==> src/rtl/xle_pkg.sv <==
// Package: shared codes for the transfer hierarchy event generator.
// Assumes codes are fixed by software convention and never renumbered.
package xle_pkg;

    typedef enum logic [1:0] {
        RQ_FRAG  = 2'd0,
        RQ_BLOCK = 2'd1,
        RQ_TXN   = 2'd2,
        RQ_LIST  = 2'd3
    } rq_mode_e;

    localparam logic [3:0] IRQ_NONE     = 4'd0;
    localparam logic [3:0] IRQ_FRAG     = 4'd1;
    localparam logic [3:0] IRQ_BLK      = 4'd2;
    localparam logic [3:0] IRQ_BLK_FRAG = 4'd3;
    localparam logic [3:0] IRQ_TXN      = 4'd4;
    localparam logic [3:0] IRQ_TXN_FRAG = 4'd5;
    localparam logic [3:0] IRQ_TXN_BLK  = 4'd6;
    localparam logic [3:0] IRQ_LIST     = 4'd7;
    localparam logic [3:0] IRQ_CFGERR   = 4'd8;

endpackage

==> src/rtl/xle_cfg_ctrl.sv <==
// Module: arm control. Validates the configuration on start, latches it,
// precomputes the unit size per request, and holds busy until the
// transaction ends. Assumes txn_end is only raised while busy.
module xle_cfg_ctrl
    import xle_pkg::*;
#(
    parameter int LEN_W  = 8,
    parameter int CNT_W  = 8,
    parameter int SIZE_W = LEN_W + 2 * CNT_W
) (
    input  logic              clk,
    input  logic              rst_n,
    input  logic              start,
    input  logic [LEN_W-1:0]  cfg_frag_len,
    input  logic [CNT_W-1:0]  cfg_frags_per_blk,
    input  logic [CNT_W-1:0]  cfg_blks_per_txn,
    input  logic [1:0]        cfg_req_mode,
    input  logic [3:0]        cfg_irq_sel,
    input  logic              txn_end,
    output logic              busy,
    output logic              cfg_err,
    output logic              start_ok,
    output logic              err_irq_ev,
    output logic [LEN_W-1:0]  run_len,
    output logic [CNT_W-1:0]  run_fpb,
    output logic [CNT_W-1:0]  run_bpt,
    output rq_mode_e          run_mode,
    output logic [3:0]        run_sel,
    output logic [SIZE_W-1:0] grant_beats
);

    logic              cfg_bad;
    logic              start_live;
    logic [SIZE_W-1:0] sz_frag;
    logic [SIZE_W-1:0] sz_blk;
    logic [SIZE_W-1:0] sz_txn;
    logic [SIZE_W-1:0] sz_sel;

    // Flag configurations that cannot run.
    always_comb begin
        cfg_bad = (cfg_frag_len == '0) || (cfg_frags_per_blk == '0) ||
                  (cfg_blks_per_txn == '0) || (cfg_irq_sel > IRQ_CFGERR);
    end

    assign start_live = start && !busy;
    assign start_ok   = start_live && !cfg_bad;
    assign err_irq_ev = start_live && cfg_bad && (cfg_irq_sel == IRQ_CFGERR);

    // Unit sizes for each request mode, from the incoming configuration.
    always_comb begin
        sz_frag = SIZE_W'(cfg_frag_len);
        sz_blk  = sz_frag * SIZE_W'(cfg_frags_per_blk);
        sz_txn  = sz_blk * SIZE_W'(cfg_blks_per_txn);
        case (rq_mode_e'(cfg_req_mode))
            RQ_FRAG:  sz_sel = sz_frag;
            RQ_BLOCK: sz_sel = sz_blk;
            default:  sz_sel = sz_txn;
        endcase
    end

    // Arm, refuse or finish the channel; latch the running configuration.
    always_ff @(posedge clk) begin
        if (!rst_n) begin
            busy        <= 1'b0;
            cfg_err     <= 1'b0;
            run_len     <= '0;
            run_fpb     <= '0;
            run_bpt     <= '0;
            run_mode    <= RQ_FRAG;
            run_sel     <= IRQ_NONE;
            grant_beats <= '0;
        end else if (start_live) begin
            if (cfg_bad) begin
                cfg_err <= 1'b1;
            end else begin
                cfg_err     <= 1'b0;
                busy        <= 1'b1;
                run_len     <= cfg_frag_len;
                run_fpb     <= cfg_frags_per_blk;
                run_bpt     <= cfg_blks_per_txn;
                run_mode    <= rq_mode_e'(cfg_req_mode);
                run_sel     <= cfg_irq_sel;
                grant_beats <= sz_sel;
            end
        end else if (txn_end) begin
            busy <= 1'b0;
        end
    end

endmodule

==> src/rtl/xle_level_cnt.sv <==
// Module: nested beat, fragment and block counters. Produces completion
// events combinationally on the closing beat and registers them into
// one-cycle pulses. Assumes the run configuration is nonzero and stable
// while beats are counted.
module xle_level_cnt
    import xle_pkg::*;
#(
    parameter int LEN_W = 8,
    parameter int CNT_W = 8
) (
    input  logic             clk,
    input  logic             rst_n,
    input  logic             start_ok,
    input  logic             beat_fire,
    input  logic [LEN_W-1:0] run_len,
    input  logic [CNT_W-1:0] run_fpb,
    input  logic [CNT_W-1:0] run_bpt,
    input  rq_mode_e         run_mode,
    output logic             ev_frag,
    output logic             ev_blk,
    output logic             ev_txn,
    output logic             unit_end,
    output logic             frag_done,
    output logic             blk_done,
    output logic             txn_done
);

    logic [LEN_W-1:0] beat_cnt;
    logic [CNT_W-1:0] frag_cnt;
    logic [CNT_W-1:0] blk_cnt;
    logic             last_beat;
    logic             last_frag;
    logic             last_blk;

    // Detect the last position at each level.
    always_comb begin
        last_beat = (beat_cnt == run_len - LEN_W'(1));
        last_frag = (frag_cnt == run_fpb - CNT_W'(1));
        last_blk  = (blk_cnt  == run_bpt - CNT_W'(1));
    end

    // Completion events on the closing beat, nested from fragment upward.
    always_comb begin
        ev_frag = beat_fire && last_beat;
        ev_blk  = ev_frag && last_frag;
        ev_txn  = ev_blk && last_blk;
    end

    // End of the unit that one request was granted for.
    always_comb begin
        case (run_mode)
            RQ_FRAG:  unit_end = ev_frag;
            RQ_BLOCK: unit_end = ev_blk;
            default:  unit_end = ev_txn;
        endcase
    end

    // Advance the nested counters on each counted beat.
    always_ff @(posedge clk) begin
        if (!rst_n || start_ok) begin
            beat_cnt <= '0;
            frag_cnt <= '0;
            blk_cnt  <= '0;
        end else if (beat_fire) begin
            if (!last_beat) begin
                beat_cnt <= beat_cnt + LEN_W'(1);
            end else begin
                beat_cnt <= '0;
                if (!last_frag) begin
                    frag_cnt <= frag_cnt + CNT_W'(1);
                end else begin
                    frag_cnt <= '0;
                    if (!last_blk) begin
                        blk_cnt <= blk_cnt + CNT_W'(1);
                    end else begin
                        blk_cnt <= '0;
                    end
                end
            end
        end
    end

    // Register the events into completion pulses.
    always_ff @(posedge clk) begin
        if (!rst_n) begin
            frag_done <= 1'b0;
            blk_done  <= 1'b0;
            txn_done  <= 1'b0;
        end else begin
            frag_done <= ev_frag;
            blk_done  <= ev_blk;
            txn_done  <= ev_txn;
        end
    end

endmodule

==> src/rtl/xle_serve.sv <==
// Module: request server. Accepts one peripheral request at a time while
// armed and holds grant until the granted unit completes. Assumes
// unit_end is only raised while grant is high.
module xle_serve (
    input  logic clk,
    input  logic rst_n,
    input  logic busy,
    input  logic start_ok,
    input  logic per_req,
    input  logic unit_end,
    output logic grant
);

    // Grant on a request when idle and armed; drop at the end of the unit.
    always_ff @(posedge clk) begin
        if (!rst_n || start_ok) begin
            grant <= 1'b0;
        end else if (grant) begin
            if (unit_end) begin
                grant <= 1'b0;
            end
        end else if (busy && per_req) begin
            grant <= 1'b1;
        end
    end

endmodule

==> src/rtl/xle_irq_filter.sv <==
// Module: interrupt filter and status. Maps the interrupt-type code onto
// the completion events and keeps a write-one-to-clear level in which a
// new event wins over a clear in the same cycle.
module xle_irq_filter
    import xle_pkg::*;
(
    input  logic       clk,
    input  logic       rst_n,
    input  logic [3:0] run_sel,
    input  rq_mode_e   run_mode,
    input  logic       ev_frag,
    input  logic       ev_blk,
    input  logic       ev_txn,
    input  logic       err_irq_ev,
    input  logic       irq_clr,
    output logic       irq
);

    logic want_frag;
    logic want_blk;
    logic want_txn;
    logic want_list;
    logic hit;

    // Decode which levels the selected code names.
    always_comb begin
        want_frag = (run_sel == IRQ_FRAG) || (run_sel == IRQ_BLK_FRAG) ||
                    (run_sel == IRQ_TXN_FRAG);
        want_blk  = (run_sel == IRQ_BLK) || (run_sel == IRQ_BLK_FRAG) ||
                    (run_sel == IRQ_TXN_BLK);
        want_txn  = (run_sel == IRQ_TXN) || (run_sel == IRQ_TXN_FRAG) ||
                    (run_sel == IRQ_TXN_BLK);
        want_list = (run_sel == IRQ_LIST) && (run_mode == RQ_LIST);
    end

    // Any selected event in this cycle.
    always_comb begin
        hit = (want_frag && ev_frag) || (want_blk && ev_blk) ||
              ((want_txn || want_list) && ev_txn) || err_irq_ev;
    end

    // Status level: set wins over clear.
    always_ff @(posedge clk) begin
        if (!rst_n) begin
            irq <= 1'b0;
        end else if (hit) begin
            irq <= 1'b1;
        end else if (irq_clr) begin
            irq <= 1'b0;
        end
    end

endmodule

==> src/rtl/xfer_level_evgen.sv <==
// Module: top of the transfer hierarchy event generator. Ties together
// arm control, nested counters, request server and interrupt filter.
// Assumes the engine only asserts beat_acc for beats it really moved.
module xfer_level_evgen
    import xle_pkg::*;
#(
    parameter int LEN_W = 8,
    parameter int CNT_W = 8,
    localparam int SIZE_W = LEN_W + 2 * CNT_W
) (
    input  logic              clk,
    input  logic              rst_n,
    input  logic              start,
    input  logic [LEN_W-1:0]  cfg_frag_len,
    input  logic [CNT_W-1:0]  cfg_frags_per_blk,
    input  logic [CNT_W-1:0]  cfg_blks_per_txn,
    input  logic [1:0]        cfg_req_mode,
    input  logic [3:0]        cfg_irq_sel,
    input  logic              per_req,
    input  logic              beat_acc,
    input  logic              irq_clr,
    output logic              grant,
    output logic [SIZE_W-1:0] grant_beats,
    output logic              busy,
    output logic              frag_done,
    output logic              blk_done,
    output logic              txn_done,
    output logic              irq,
    output logic              cfg_err
);

    logic             start_ok;
    logic             err_irq_ev;
    logic [LEN_W-1:0] run_len;
    logic [CNT_W-1:0] run_fpb;
    logic [CNT_W-1:0] run_bpt;
    rq_mode_e         run_mode;
    logic [3:0]       run_sel;
    logic             ev_frag;
    logic             ev_blk;
    logic             ev_txn;
    logic             unit_end;
    logic             beat_fire;

    assign beat_fire = beat_acc && grant;

    xle_cfg_ctrl #(
        .LEN_W  (LEN_W),
        .CNT_W  (CNT_W),
        .SIZE_W (SIZE_W)
    ) u_ctrl (
        .clk               (clk),
        .rst_n             (rst_n),
        .start             (start),
        .cfg_frag_len      (cfg_frag_len),
        .cfg_frags_per_blk (cfg_frags_per_blk),
        .cfg_blks_per_txn  (cfg_blks_per_txn),
        .cfg_req_mode      (cfg_req_mode),
        .cfg_irq_sel       (cfg_irq_sel),
        .txn_end           (ev_txn),
        .busy              (busy),
        .cfg_err           (cfg_err),
        .start_ok          (start_ok),
        .err_irq_ev        (err_irq_ev),
        .run_len           (run_len),
        .run_fpb           (run_fpb),
        .run_bpt           (run_bpt),
        .run_mode          (run_mode),
        .run_sel           (run_sel),
        .grant_beats       (grant_beats)
    );

    xle_level_cnt #(
        .LEN_W (LEN_W),
        .CNT_W (CNT_W)
    ) u_cnt (
        .clk       (clk),
        .rst_n     (rst_n),
        .start_ok  (start_ok),
        .beat_fire (beat_fire),
        .run_len   (run_len),
        .run_fpb   (run_fpb),
        .run_bpt   (run_bpt),
        .run_mode  (run_mode),
        .ev_frag   (ev_frag),
        .ev_blk    (ev_blk),
        .ev_txn    (ev_txn),
        .unit_end  (unit_end),
        .frag_done (frag_done),
        .blk_done  (blk_done),
        .txn_done  (txn_done)
    );

    xle_serve u_serve (
        .clk      (clk),
        .rst_n    (rst_n),
        .busy     (busy),
        .start_ok (start_ok),
        .per_req  (per_req),
        .unit_end (unit_end),
        .grant    (grant)
    );

    xle_irq_filter u_irq (
        .clk        (clk),
        .rst_n      (rst_n),
        .run_sel    (run_sel),
        .run_mode   (run_mode),
        .ev_frag    (ev_frag),
        .ev_blk     (ev_blk),
        .ev_txn     (ev_txn),
        .err_irq_ev (err_irq_ev),
        .irq_clr    (irq_clr),
        .irq        (irq)
    );

endmodule

==> config.mk <==
export PLATFORM = sky130hd
export DESIGN_NAME = xfer_level_evgen
export DESIGN_NICKNAME = d
export VERILOG_FILES = /design/src/rtl/xle_pkg.sv /design/src/rtl/xle_cfg_ctrl.sv /design/src/rtl/xle_level_cnt.sv /design/src/rtl/xle_serve.sv /design/src/rtl/xle_irq_filter.sv /design/src/rtl/xfer_level_evgen.sv
export SDC_FILE = /design/constraint.sdc
export NUM_CORES = 1
export LEC_CHECK = 0
export ABC_CLOCK_PERIOD_IN_PS = 9200
export BUFFER_PORTS_ARGS = -buffer_cell sky130_fd_sc_hd__buf_4
export CAP_MARGIN = 10
export CELL_PAD_IN_SITES_DETAIL_PLACEMENT = 0
export CELL_PAD_IN_SITES_GLOBAL_PLACEMENT = 1
export CORE_ASPECT_RATIO = 0.8
export CORE_MARGIN = 2
export CORE_UTILIZATION = 40
export DETAILED_ROUTE_END_ITERATION = 10
export GPL_ROUTABILITY_DRIVEN = 1
export PLACE_DENSITY = 0.81
export REMOVE_ABC_BUFFERS = 1
export SETUP_SLACK_MARGIN = 0.1
export SLEW_MARGIN = 10
export SYNTH_ARGS = -nofsm -noshare
export SYNTH_HDL_FRONTEND = slang
export SYNTH_HIERARCHICAL = 1
export SYNTH_SLANG_ARGS = --single-unit
==> constraint.sdc <==
create_clock -name clk -period 9.2 [get_ports clk]
set_input_delay 0.92 -clock clk [delete_from_list [all_inputs] [get_ports clk]]
set_output_delay 0.92 -clock clk [all_outputs]
set_load 0.05 [all_outputs]
==> metrics <==
synthesized cell area=10690 µm²; CTS tree=yes; GP Congestion=0.8543; critical path class=input pin to flop; share of layout cells above drive strength 1=9.118%; Slew Limit Fails=0; H-tree depth=3; CTS Sinks=85; Antenna Cells=0; Worst Hold Path Cells=2; Longest Clk Path Bufs=2; crit path launch type=input pin; Vias=9021; Post-DRT Antenna Nets=0; Seq cells post-synth=85; post-synthesis sequential area ratio=15.92%; nature of the critical path endpoint=flop; clock-pin slew on the worst setup and hold paths=0.07 ns; DPL Wire Length=21.52 mm; drt via density=5.322; Slew HR=29.61%; synth warn=6; Core Region=26260 µm²; worst path arrival time=8.91 ns; type of the most critical hold path=flop to flop; Async SR Flop Fraction=0%; total of max-cap violations=0; final setup vio count=0; chip width=186.8 µm; antenna violations before repair=0; final-report hold violation count=0; Root Driver=clkbuf_16; row count=53; vias in the first global route=8959; Worst-Skew Late Latency=0.35 ns; PortBufs=66; Routed WL=27.91 mm; Final #Nets=1575; # IOs=67; Worst-Margin Slew=1.050 ns; Synth Instances=1292; Synth Flop Type=dfxtp_1; routed len/inst=16.46 µm; die height=150.2 µm; TritonCTS Buffers=9; Avg Synthesized Cell Area=8.275 µm²; first-pass GRT wire length=47.19 mm; Reg2Reg Depth=11; area of the die=28060 µm²; hold_buf cts=0; worst-path maximum fanout=11; initial cell density of the core=40.71%; grt total ovfl=0; initial DRC count=484; status=finished, final reports clean; number of synthesized flops with an enable pin=0; CP Data Required Time=9.46 ns; drt first pass iters=5; number of distinct library cells after synthesis=80; unrepaired setup endpoints after global routing=false; All-Layer GR Usage=20.87%; Fmax=115.6 MHz; area grow syn2layout=10.94%; Clock Skew=0.006587 ns; Fin Setup TNS=0 ns; clock period minus final worst setup slack=8.654 ns; largest net degree at the start of global routing=57; # DRC=0; Final period util=94.06%
## area by class of cell
| cell class | count | area [µm²] |
|---|---|---|
| Sequential cell | 85 | 1702 |
| Clock inverter | 5 | 60.06 |
| Multi-Input combinational cell | 991 | 8168 |
| Clock buffer | 11 | 242.7 |
| Inverter | 161 | 604.3 |
| Fill cell | 2638 | 14400 |
| Timing Repair Buffer | 85 | 638.1 |
| Tap cell | 357 | 446.7 |
## placed cells by master, fill, tap and decap left out, types with 15 or more instances in the layout
| cell | instances |
|---|---|
| dfxtp_1 | 85 |
| nand2_1 | 155 |
| nor3_1 | 15 |
| nor2_1 | 44 |
| nand3_1 | 38 |
| ha_1 | 86 |
| buf_4 | 85 |
| a21o_1 | 15 |
| and3_1 | 16 |
| xor2_1 | 21 |
| a21oi_1 | 83 |
| o21ai_0 | 24 |
| inv_1 | 159 |
| o21ai_1 | 16 |
| and2_1 | 146 |
| fa_1 | 120 |
| xnor2_1 | 31 |
## flip-flops by register name (all words and copies together) (netlist names), 2 cells and up
register,cells
u_ctrl/run_bpt,8
u_ctrl/run_mode,2
u_cnt/beat_cnt,8
u_ctrl/run_len,8
u_ctrl/run_fpb,8
u_ctrl/grant_beats,24
u_cnt/frag_cnt,8
u_ctrl/run_sel,4
u_cnt/blk_cnt,8
## synthesized netlist by cell type, drive strengths merged, types with 6 or more instances
cell      n  share of area, %
o21a     13              0.99
a21oi    85               4.0
a21o     15               1.1
o211ai   10              0.70
xnor2    33               2.7
inv     161               5.7
and2    146               8.5
dfxtp    85                16
nor4      9              0.53
a221oi    8              0.66
fa      120                22
nor2b     6              0.42
or4       8              0.60
buf      16              0.81
nand2   155               5.4
nand3    38               1.8
nor2     45               1.6
ha       86                10
a31oi     6              0.49
xor2     21               1.7
o21ai    40               1.9
nor3     16              0.80
a211oi   10              0.75
clkbuf   39               1.4
nand2b   13              0.76
o31ai     7              0.49
nand4    14              0.88
and3     16              0.94
## routing by layer
metal / wire length [µm] / global-route usage [%] / part of all wire [%]
met3: 1490 / 3.963 / 5.3
met4: 506 / 4.683 / 1.8
met1: 13940 / 30.25 / 50
met2: 11970 / 32.23 / 43
met5: 0 / 0 / 0
## logic make-up after synthesis
group,synth area share (%)
adders and majority gates,32.53
muxes,0.2809
and+or+nand+nor,24.92
DFF,15.92
AOI/OAI and AO/OA,14.10
xor gates and xnor gates,4.424
buffers and inverters,7.829
## metrics by stage
stage / cell area, µm² / hold WS, ns / setup WS, ns / util, % / instances
5_1_grt: 11860 / 0.4782 / 0.1145 / 45.17 / 1695
4_1_cts: 11810 / 0.4570 / 0.4105 / 44.97 / 1690
6_report: 11860 / 0.4542 / 0.5460 / 45.17 / 1695
3_3_place_gp: 11510 / 0.4457 / 0.01522 / 43.82 / 1674
2_1_floorplan: 10460 / 0.4477 / 0.7207 / - / 1237
3_5_place_dp: 11510 / 0.4483 / 0.03922 / 43.82 / 1674
## worst max-delay path, cell delays in order
cell	delay (ns)
buf_4	0.15
and2_1	0.18
fa_1	0.49
fa_1	0.56
inv_1	0.05
fa_1	0.47
fa_1	0.56
inv_1	0.04
ha_1	0.34
o21ai_1	0.13
o21bai_1	0.14
a211oi_1	0.09
a21oi_1	0.60
and2_1	0.25
fa_1	0.46
fa_1	0.54
fa_1	0.56
inv_1	0.06
fa_1	0.54
inv_1	0.05
ha_1	0.38
a211o_1	0.33
a21oi_2	0.16
o21a_4	0.17
a21oi_2	0.06
or4_1	0.39
o311ai_1	0.26
## what timing repair did
item,4_1_cts,5_1_grt
endpoints found under the setup margin,0,3
gates resized for setup,0,2
buffers inserted,0,5
## worst paths after layout
| path | from | to | slack (ns) |
|---|---|---|---|
| worst max-delay path | cfg_frag_len[1] | u_ctrl/grant_beats[23] | 0.55 |
| worst min-delay path | u_ctrl/grant_beats[1] | u_ctrl/grant_beats[1] | 0.45 |
| worst max register to register | u_ctrl/run_fpb[0] | u_irq/irq | 6.13 |
| worst min register to register | u_ctrl/grant_beats[1] | u_ctrl/grant_beats[1] | 0.45 |
Power is left out: the tool's default activity adds up to more than one toggle a clock period on the data nets, which glitch-free logic cannot reach.
